File: src/rtl/oep_irq_pkg.sv
package oep_irq_pkg;

    // Flag bit positions within an endpoint status word
    localparam int FLG_XFER   = 0;
    localparam int FLG_EPDIS  = 1;
    localparam int FLG_STUP   = 3;
    localparam int FLG_TOKDIS = 4;
    localparam int FLG_B2B    = 6;

    localparam int FLG_W = 7;

    typedef logic [FLG_W-1:0] oep_flags_t;

    // Writable / settable flag bits
    localparam oep_flags_t FLAG_MASK = oep_flags_t'((1 << FLG_XFER) | (1 << FLG_EPDIS) |
                                                    (1 << FLG_STUP) | (1 << FLG_TOKDIS) |
                                                    (1 << FLG_B2B));

    // Reserved bit that reads as one
    localparam int RSV_ONE_BIT = 7;

    typedef enum logic [1:0] {
        TRK_IDLE  = 2'd0,   // no SETUP stage pending
        TRK_SETUP = 2'd1,   // SETUP packets received, run below the limit
        TRK_B2B   = 2'd2    // run went past the limit
    } trk_state_e;

endpackage

File: src/rtl/oep_setup_tracker.sv
module oep_setup_tracker #(
    parameter int B2B_LIMIT = 3
) (
    input  logic clk,
    input  logic rst_n,
    input  logic setup_pkt,
    input  logic setup_end,
    input  logic tok_other,
    output logic b2b_hit,
    output logic stup_hit
);
    import oep_irq_pkg::*;

    localparam int CNT_MAX = B2B_LIMIT + 1;
    localparam int CNT_W   = $clog2(CNT_MAX + 1);

    trk_state_e       state_q, state_d;
    logic [CNT_W-1:0] cnt_q, cnt_d, cnt_base;

    // Count base: a non-SETUP token restarts the run
    always_comb begin
        cnt_base = tok_other ? '0 : cnt_q;
    end

    // Next state and count
    always_comb begin
        state_d = state_q;
        cnt_d   = cnt_base;
        if (setup_pkt && (cnt_base != CNT_W'(CNT_MAX))) begin
            cnt_d = cnt_base + 1'b1;
        end
        unique case (state_q)
            TRK_IDLE: begin
                if (setup_pkt) begin
                    state_d = (cnt_base == CNT_W'(B2B_LIMIT)) ? TRK_B2B : TRK_SETUP;
                end
            end
            TRK_SETUP: begin
                if (setup_pkt) begin
                    state_d = (cnt_base == CNT_W'(B2B_LIMIT)) ? TRK_B2B : TRK_SETUP;
                end else if (setup_end || tok_other) begin
                    state_d = TRK_IDLE;
                end
            end
            TRK_B2B: begin
                if (!setup_pkt && (setup_end || tok_other)) begin
                    state_d = TRK_IDLE;
                end
            end
            default: state_d = TRK_IDLE;
        endcase
    end

    // State register
    always_ff @(posedge clk) begin
        if (!rst_n) begin
            state_q <= TRK_IDLE;
            cnt_q   <= '0;
        end else begin
            state_q <= state_d;
            cnt_q   <= cnt_d;
        end
    end

    // Outputs
    always_comb begin
        b2b_hit  = setup_pkt && (cnt_base == CNT_W'(B2B_LIMIT));
        stup_hit = setup_end && !setup_pkt && (state_q != TRK_IDLE);
    end

endmodule

File: src/rtl/oep_flag_reg.sv
module oep_flag_reg (
    input  logic                     clk,
    input  logic                     rst_n,
    input  oep_irq_pkg::oep_flags_t  set_vec,
    input  oep_irq_pkg::oep_flags_t  clr_vec,
    output oep_irq_pkg::oep_flags_t  flags
);
    import oep_irq_pkg::*;

    always_ff @(posedge clk) begin
        if (!rst_n) begin
            flags <= '0;
        end else begin
            // set has priority over clear
            flags <= ((flags & ~clr_vec) | set_vec) & FLAG_MASK;
        end
    end

endmodule

File: src/rtl/oep_reg_port.sv
module oep_reg_port #(
    parameter int                NUM_EP    = 4,
    parameter int                ADDR_W    = 12,
    parameter int                DATA_W    = 32,
    parameter logic [ADDR_W-1:0] EP_BASE   = 12'hB08,
    parameter logic [ADDR_W-1:0] EP_STRIDE = 12'h020,
    parameter logic [ADDR_W-1:0] SUM_ADDR  = 12'h81C
) (
    input  logic [ADDR_W-1:0]                       reg_addr,
    input  logic                                    reg_wr,
    input  logic [DATA_W-1:0]                       reg_wdata,
    input  logic [NUM_EP-1:0][oep_irq_pkg::FLG_W-1:0] flags,
    input  logic [NUM_EP-1:0]                       summary,
    output logic [NUM_EP-1:0][oep_irq_pkg::FLG_W-1:0] clr_vec,
    output logic [DATA_W-1:0]                       reg_rdata
);
    import oep_irq_pkg::*;

    logic [NUM_EP-1:0] ep_hit;
    logic              sum_hit;

    for (genvar n = 0; n < NUM_EP; n++) begin : g_dec
        assign ep_hit[n]  = (reg_addr == ADDR_W'(EP_BASE + EP_STRIDE * n));
        assign clr_vec[n] = (reg_wr && ep_hit[n]) ? (reg_wdata[FLG_W-1:0] & FLAG_MASK) : '0;
    end

    assign sum_hit = (reg_addr == SUM_ADDR);

    always_comb begin
        reg_rdata = '0;
        for (int n = 0; n < NUM_EP; n++) begin
            if (ep_hit[n]) begin
                reg_rdata                = DATA_W'(flags[n]);
                reg_rdata[RSV_ONE_BIT]   = 1'b1;
            end
        end
        if (sum_hit) begin
            reg_rdata = DATA_W'(summary);
        end
    end

endmodule

File: src/rtl/oep_irq_hier.sv
module oep_irq_hier #(
    parameter int                NUM_EP       = 4,
    parameter int                ADDR_W       = 12,
    parameter int                DATA_W       = 32,
    parameter logic [ADDR_W-1:0] EP_BASE      = 12'hB08,
    parameter logic [ADDR_W-1:0] EP_STRIDE    = 12'h020,
    parameter logic [ADDR_W-1:0] SUM_ADDR     = 12'h81C,
    parameter logic [NUM_EP-1:0] CTRL_EP_MASK = 4'b0001,
    parameter int                B2B_LIMIT    = 3
) (
    input  logic              clk,
    input  logic              rst_n,
    input  logic [NUM_EP-1:0] ev_xfer_done,
    input  logic [NUM_EP-1:0] ev_ep_dis,
    input  logic [NUM_EP-1:0] ev_setup_pkt,
    input  logic [NUM_EP-1:0] ev_setup_end,
    input  logic [NUM_EP-1:0] ev_tok_other,
    input  logic [NUM_EP-1:0] ev_tok_while_dis,
    input  logic [ADDR_W-1:0] reg_addr,
    input  logic              reg_wr,
    input  logic [DATA_W-1:0] reg_wdata,
    output logic [DATA_W-1:0] reg_rdata,
    output logic [NUM_EP-1:0] ep_summary,
    output logic              oep_irq
);
    import oep_irq_pkg::*;

    logic [NUM_EP-1:0][FLG_W-1:0] ep_flags;
    logic [NUM_EP-1:0][FLG_W-1:0] ep_set;
    logic [NUM_EP-1:0][FLG_W-1:0] ep_clr;

    for (genvar n = 0; n < NUM_EP; n++) begin : g_ep
        logic b2b_hit;
        logic stup_hit;
        logic tokdis_hit;

        if (CTRL_EP_MASK[n]) begin : g_ctrl
            oep_setup_tracker #(
                .B2B_LIMIT (B2B_LIMIT)
            ) u_trk (
                .clk       (clk),
                .rst_n     (rst_n),
                .setup_pkt (ev_setup_pkt[n]),
                .setup_end (ev_setup_end[n]),
                .tok_other (ev_tok_other[n]),
                .b2b_hit   (b2b_hit),
                .stup_hit  (stup_hit)
            );
            assign tokdis_hit = ev_tok_while_dis[n];
        end else begin : g_data
            assign b2b_hit    = 1'b0;
            assign stup_hit   = 1'b0;
            assign tokdis_hit = 1'b0;
        end

        always_comb begin
            ep_set[n]             = '0;
            ep_set[n][FLG_XFER]   = ev_xfer_done[n];
            ep_set[n][FLG_EPDIS]  = ev_ep_dis[n];
            ep_set[n][FLG_STUP]   = stup_hit;
            ep_set[n][FLG_TOKDIS] = tokdis_hit;
            ep_set[n][FLG_B2B]    = b2b_hit;
        end

        oep_flag_reg u_flags (
            .clk     (clk),
            .rst_n   (rst_n),
            .set_vec (ep_set[n]),
            .clr_vec (ep_clr[n]),
            .flags   (ep_flags[n])
        );

        assign ep_summary[n] = |ep_flags[n];
    end

    assign oep_irq = |ep_summary;

    oep_reg_port #(
        .NUM_EP    (NUM_EP),
        .ADDR_W    (ADDR_W),
        .DATA_W    (DATA_W),
        .EP_BASE   (EP_BASE),
        .EP_STRIDE (EP_STRIDE),
        .SUM_ADDR  (SUM_ADDR)
    ) u_port (
        .reg_addr  (reg_addr),
        .reg_wr    (reg_wr),
        .reg_wdata (reg_wdata),
        .flags     (ep_flags),
        .summary   (ep_summary),
        .clr_vec   (ep_clr),
        .reg_rdata (reg_rdata)
    );

endmodule

File: config.mk
export PLATFORM = sky130hd
export DESIGN_NAME = oep_irq_hier
export DESIGN_NICKNAME = d
export VERILOG_FILES = /design/src/rtl/oep_irq_pkg.sv /design/src/rtl/oep_setup_tracker.sv /design/src/rtl/oep_flag_reg.sv /design/src/rtl/oep_reg_port.sv /design/src/rtl/oep_irq_hier.sv
export SDC_FILE = /design/constraint.sdc
export NUM_CORES = 1
export LEC_CHECK = 0
export ABC_AREA = 1
export BUFFER_PORTS_ARGS = -buffer_cell sky130_fd_sc_hd__buf_2
export CAP_MARGIN = 20
export CORE_MARGIN = 5
export CORE_UTILIZATION = 45
export DETAILED_ROUTE_END_ITERATION = 10
export PLACE_DENSITY = 0.91
export SETUP_SLACK_MARGIN = 0.1
export SLEW_MARGIN = 25
export SYNTH_ARGS = -nofsm -noshare
export SYNTH_HDL_FRONTEND = slang
export SYNTH_SLANG_ARGS = --single-unit
File: constraint.sdc
create_clock -name clk -period 3.75 [get_ports clk]
set_input_delay 0.5625 -clock clk [delete_from_list [all_inputs] [get_ports clk]]
set_output_delay 0.5625 -clock clk [all_outputs]
set_load 0.05 [all_outputs]
## Word level (Yosys, flattened, before mapping)

Cells that the tools add are included.

- Bits in registers: 33
- Input port bits: 71
- Output and inout bits: 37

- Add/sub/neg operators: 1
- Equality and inequality tests: 12
- Mux-type cells: 17
- Bitwise logic cells: 12
- Reduce and logical (&&, ||, !) cells: 19

Operators with widths:

| kind | number |
|---|---|
| $mux W32 | 4 |
| $eq A12 B12 Y1 const B | 5 |
| $and A7 B7 Y7 | 4 |
| $mux W7 | 4 |
| $not A7 Y7 | 4 |
| $reduce_or A28 Y1 | 1 |
| $reduce_or A7 Y1 | 4 |
| $or A7 B2 Y7 | 3 |
| $mux W2 | 5 |
| $logic_and A1 B1 Y1 | 9 |
| $mux W8 | 1 |
| $or A7 B7 Y7 | 1 |
| $mux W3 | 2 |
| $pmux W2 S3 | 1 |
| $add A3 B1 Y3 const B | 1 |
| $eq A3 B2 Y1 const B | 1 |
| $ne A3 B2 Y1 const B | 1 |
| $ne A3 B3 Y1 const B | 1 |
| $reduce_and A3 Y1 | 1 |
| $eq A2 B1 Y1 const B | 1 |
| $eq A2 B2 Y1 const B | 1 |
| $logic_not A2 Y1 | 1 |
| $ne A2 B1 Y1 const B | 1 |
| $ne A2 B2 Y1 const B | 1 |
| 3 further kinds | 3 |

## Longest topological paths before layout

- Depth in word-level cells: 6
- Gate-level depth with buffers: 10
- Depth with buffers taken out: 10

## Modules after synthesis

Synthesis repeated with hierarchy kept, for this count alone.

- Cells, all modules: 408
- Area total of the unflattened synthesis: 2409.8 µm²

By module, submodules not included:

| module | times used | cells an instance | area an instance (µm²) | sequential area each (µm²) |
|---|---|---|---|---|
| oep_reg_port | 1 | 181 | 1022.2 | 0.0 |
| oep_flag_reg | 4 | 29 | 203.9 | 100.1 |
| oep_setup_tracker | 1 | 64 | 372.9 | 100.1 |
| oep_irq_hier | 1 | 47 | 198.9 | 0.0 |

## Worst setup path before layout

Ideal clock, no wire load.

- Path kind: input -> output
- From: in reg_addr[10]
- To: out reg_rdata[4]
- Data arrival time: 1970 ps
- Required time: 3188 ps
- Slack: 1218 ps
- Stages: 7
- Buffers on the path: 0
- Cell sequence: inv_1 -> nand2_1 -> nor2_4 -> nand2_4 -> nor2_4 -> a21oi_1 -> a21oi_1

- Word-level cells in the longest chain between the ends: 6
- Elaborated cells between the ends (all ways): 10

Ends and longest elaborated chain:

| element | line | source |
|---|---|---|
| start: declaration | oep_irq_hier.sv:19 | `input logic [ADDR_W-1:0] reg_addr,` |
| $eq A12 B12 Y1 | oep_reg_port.sv:23 | `assign ep_hit[n] = (reg_addr == ADDR_W'(EP_BASE + EP_STRIDE * n));` |
| $mux W8 | oep_reg_port.sv:32 | `if (ep_hit[n]) begin` |
| $mux W32 (3 in a row) | oep_reg_port.sv:32 |  |
| $mux W32 (*) | oep_reg_port.sv:37 | `if (sum_hit) begin` |
| end: declaration | oep_irq_hier.sv:22 | `output logic [DATA_W-1:0] reg_rdata,` |

Every way passes the cells marked *; elsewhere a longest branch is shown, timed or not.

## Worst setup path in the final report

- From: in reg_addr[10]
- To: out reg_rdata[3]

Same word-level chain as after synthesis.

==> run_results.csv <==
group,metric,value,unit
run_status,outcome,"finished, final reports clean",
yosys,synth_largest_area_cell,"sky130_fd_sc_hd__dfxtp_1",
yosys,synth_area_per_cell,6.67,µm²
sta,tightestPinTransition,0.578,ns
final_layout,post_route_cells_drive_above_1_share,0.224,
clock_tree,numCtsBuffers,3,
power_and_ir_drop,seq_power_share,0.484,
yosys,synth-seq-area-share,0.292,
setup_path,end_kind,"primary output",
setup_path,max_stage_delay_cell_worst_path,"sky130_fd_sc_hd__nor2_4",
setup_path,path_common_cell,"sky130_fd_sc_hd__nand2_1",
routing,route.final.wire_length,3930,µm
power_and_ir_drop,power_density,303,mW/mm²
sta,report.final.hold_viol_count,0,
setup_path,critical_path.n_buffers_inverters,3,
floorplanning,top_level_ports,108,
sta,timing.final.max_slew_violations,0,
yosys,ys_types,27,
sta,setup-violations-final,0,
clock_tree,cts_resized,0,
placement,hpwlAfterDp,3170,µm
yosys,post-synth-top-area-fraction,0.292,
setup_path,cp_cell_sequence,"buf_2, inv_1, nand2_1, nor2_4, nand2_1, nor2_4, nand3_1, nand3_1, nand2_1, nand2_1, buf_2",
clock_tree,post_cts_buffers,0,
sta,timing.setup.tns,0,ns
global_routing,grt_pass1_wl,6270,µm
floorplanning,initial_core_util,0.465,
sta,fin_skew,0.00145,ns
placement,place_congestion,0.934,
placement,place.port_buffers,43,
yosys,ys.flop_type,"sky130_fd_sc_hd__dfxtp_1",
global_routing,grt_overflow,0,
routing,num_vias,1662,
floorplanning,design.core.area,0.00369,mm²
power_and_ir_drop,intPower,0.381,mW
yosys,dominant_cells_by_area_after_synthesis,"sky130_fd_sc_hd__dfxtp_1 29%, sky130_fd_sc_hd__buf_4 11%, sky130_fd_sc_hd__nand3_1 11%",
sta,grt_setup_unrepaired,"false",
setup_path,timing.critical_path.slowest_cell_delay,0.34,ns
clock_tree,cts-root-buf,"sky130_fd_sc_hd__clkbuf_8",
routing,routed_via_density,4.79,
floorplanning,num_rows,22,
run,timing.max_cap.violations,0,
clock_tree,clock_latency,0.27,ns
routing,drtAntennaViolNets,0,
yosys,synth_commonest_cells,"38 x sky130_fd_sc_hd__nand2_1, 36 x sky130_fd_sc_hd__nand3_1, 33 x sky130_fd_sc_hd__inv_1, 32 x sky130_fd_sc_hd__nor2_1",
final_layout,final_util,0.521,
setup_path,worst_setup_path_type,"in -> out",
floorplanning,die_area,0.00515,mm²
floorplanning,die_h,71.7,µm
yosys,netlist_area,0.00172,mm²
yosys,yosysWarnings,0,
sta,layout_worst_path_cycle_share,0.702,
clock_tree,clkSlewWorstSetupHoldPaths,0.08,ns
clock_tree,cts_buffer_depth,2,
yosys,post-synth-top-count-cell,"sky130_fd_sc_hd__nand2_1",
setup_path,critPathArrivalTime,2.07,ns
power_and_ir_drop,swShare,0.347,
final_layout,fillerInstances,381,
yosys,postSynthCellCount,257,
global_routing,number_of_global_route_vias_before_repair,1534,
floorplanning,die_w,71.7,µm
power_and_ir_drop,pwr-share-comb,0.248,
global_routing,grt_util_all_layers,0.148,
worst_hold_path,hold_path_class,"reg -> reg",
sta,post-route-min-period,2.63,ns
placement,place_ws,1.13,ns
power_and_ir_drop,power_switching,0.202,mW
global_routing,grt_max_degree,16,
routing,detail_route.iter0.violations,114,
yosys,number_of_synthesized_flops_with_an_enable_pin,0,
routing,firstDrtPassIters,5,
routing,post-route-drc-count,0,
yosys,synth-seq-cells,25,
clock_tree,clock-sinks,25,
sta,finalWorstSetupSlack,1.12,ns
power_and_ir_drop,ir_worst_vdd,0.205,mV
yosys,asyncSetResetFlopFracSynth,0,
setup_path,cp_launch_type,"input port",
global_routing,grt_antenna_before_repair,0,
power_and_ir_drop,p_clk_frac,0.267,
final_layout,synthToLayoutAreaGrowth,12.0,%
power_and_ir_drop,power.static_leakage,1.01,nW
clock_tree,clock_tree_from_tritoncts,"yes",
clock_tree,clock_h_tree_levels,1,
setup_path,critical_path_peak_fanout,15,
clock_tree,ctsHoldBuffers,0,
sta,achievable-frequency,0.380,GHz
final_layout,antenna-diode-count,0,
sta,max_slew_margin,0.611,
setup_path,timing.critical_path.required,3.19,ns
final_layout,nets,374,
routing,wl_per_cell,11.3,µm
setup_path,critical_path.top_delay_family,"simple AND/OR/NAND/NOR gates",
[layout by cell type, fill, tap and decap left out, types with 5 or more instances in the layout]
master / count
sky130_fd_sc_hd__buf_2: 43
sky130_fd_sc_hd__nand2_1: 38
sky130_fd_sc_hd__nand3_1: 36
sky130_fd_sc_hd__inv_1: 33
sky130_fd_sc_hd__nor2_1: 32
sky130_fd_sc_hd__conb_1: 25
sky130_fd_sc_hd__dfxtp_1: 25
sky130_fd_sc_hd__a21oi_1: 18
sky130_fd_sc_hd__o21ai_0: 9
sky130_fd_sc_hd__nor2_4: 7
sky130_fd_sc_hd__nand4_1: 5
[routing by layer]
layer  up-vias  global-route usage  part of all wire
li1        855                   -                 -
met1       723               0.174              0.40
met2        77               0.263              0.48
met3         7              0.0295              0.10
met4         0              0.0585             0.015
met5         -                   0                 0
[cells by family (layout without fill, tap and decap cells)]
| kind of cell | after synthesis | count (layout) | synth area share |
|---|---|---|---|
| adders and majority gates | 3 | 3 | 0.0219 |
| and+or+nand+nor | 135 | 135 | 0.402 |
| buffers and inverters | 64 | 82 | 0.196 |
| other | 1 | 25 | 0.00219 |
| DFF | 25 | 25 | 0.292 |
| AOI/OAI and AO/OA | 29 | 29 | 0.0861 |
[metrics by stage]
stage / cells / power (mW) / hold slack, ns / cell area, µm²
final: 347 / 0.583 / 0.457 / 1920
after global routing: 347 / 0.612 / 0.483 / 1920
after CTS: 347 / 0.586 / 0.458 / 1920
after detailed placement: 343 / 0.431 / 0.446 / 1880
after global placement: 343 / 0.429 / 0.443 / 1880
after floorplan: 281 / 0.416 / 0.432 / 1810
[power by group through the flow]
stage          Clock, mW  Combinational [mW]  Sequential [mW]
2_1_floorplan          0               0.130            0.286
3_3_place_gp           0               0.141            0.288
3_5_place_dp           0               0.143            0.288
4_1_cts            0.160               0.144            0.282
5_1_grt            0.174               0.156            0.283
6_report           0.156               0.145            0.282
[registers in the layout (all words and copies together) (netlist names)]
name                       cells
g_ep.g_ctrl.u_trk.cnt_q        3
g_ep.g_ctrl.u_trk.state_q      2
g_ep.u_flags.flags            20
[final cells by class]
type	count	area, µm²	area share
multi-input cells	192	968	0.504
flip-flops and latches	25	500	0.261
repair buffers	43	215	0.112
well taps	48	60.1	0.0313
inverters	35	131	0.0684
clock buffers	4	45.0	0.0235
[final timing paths]
kind                            slack, ns                                        to                                startpoint  cells after the start
worst max-delay path                 1.12                              reg_rdata[3]                              reg_addr[10]                     11
worst min-delay path                 0.46       g_ep[1].u_flags.flags[6]$_SDFF_PN0_       g_ep[1].u_flags.flags[6]$_SDFF_PN0_                      2
worst max register to register       2.32  g_ep[0].g_ctrl.u_trk.cnt_q[2]$_SDFF_PN0_  g_ep[0].g_ctrl.u_trk.cnt_q[0]$_SDFF_PN0_                      7
worst min register to register       0.46       g_ep[1].u_flags.flags[6]$_SDFF_PN0_       g_ep[1].u_flags.flags[6]$_SDFF_PN0_                      2
[worst register-to-register path, cell delays in order, from the launching register on]
cell	delay (ns)
sky130_fd_sc_hd__dfxtp_1	0.31
sky130_fd_sc_hd__nand2_1	0.11
sky130_fd_sc_hd__ha_1	0.17
sky130_fd_sc_hd__inv_1	0.05
sky130_fd_sc_hd__o21ai_0	0.41
sky130_fd_sc_hd__nor2_1	0.07
sky130_fd_sc_hd__o21ai_0	0.16
sky130_fd_sc_hd__inv_1	0.05
Power figures use the tool's default switching activity.
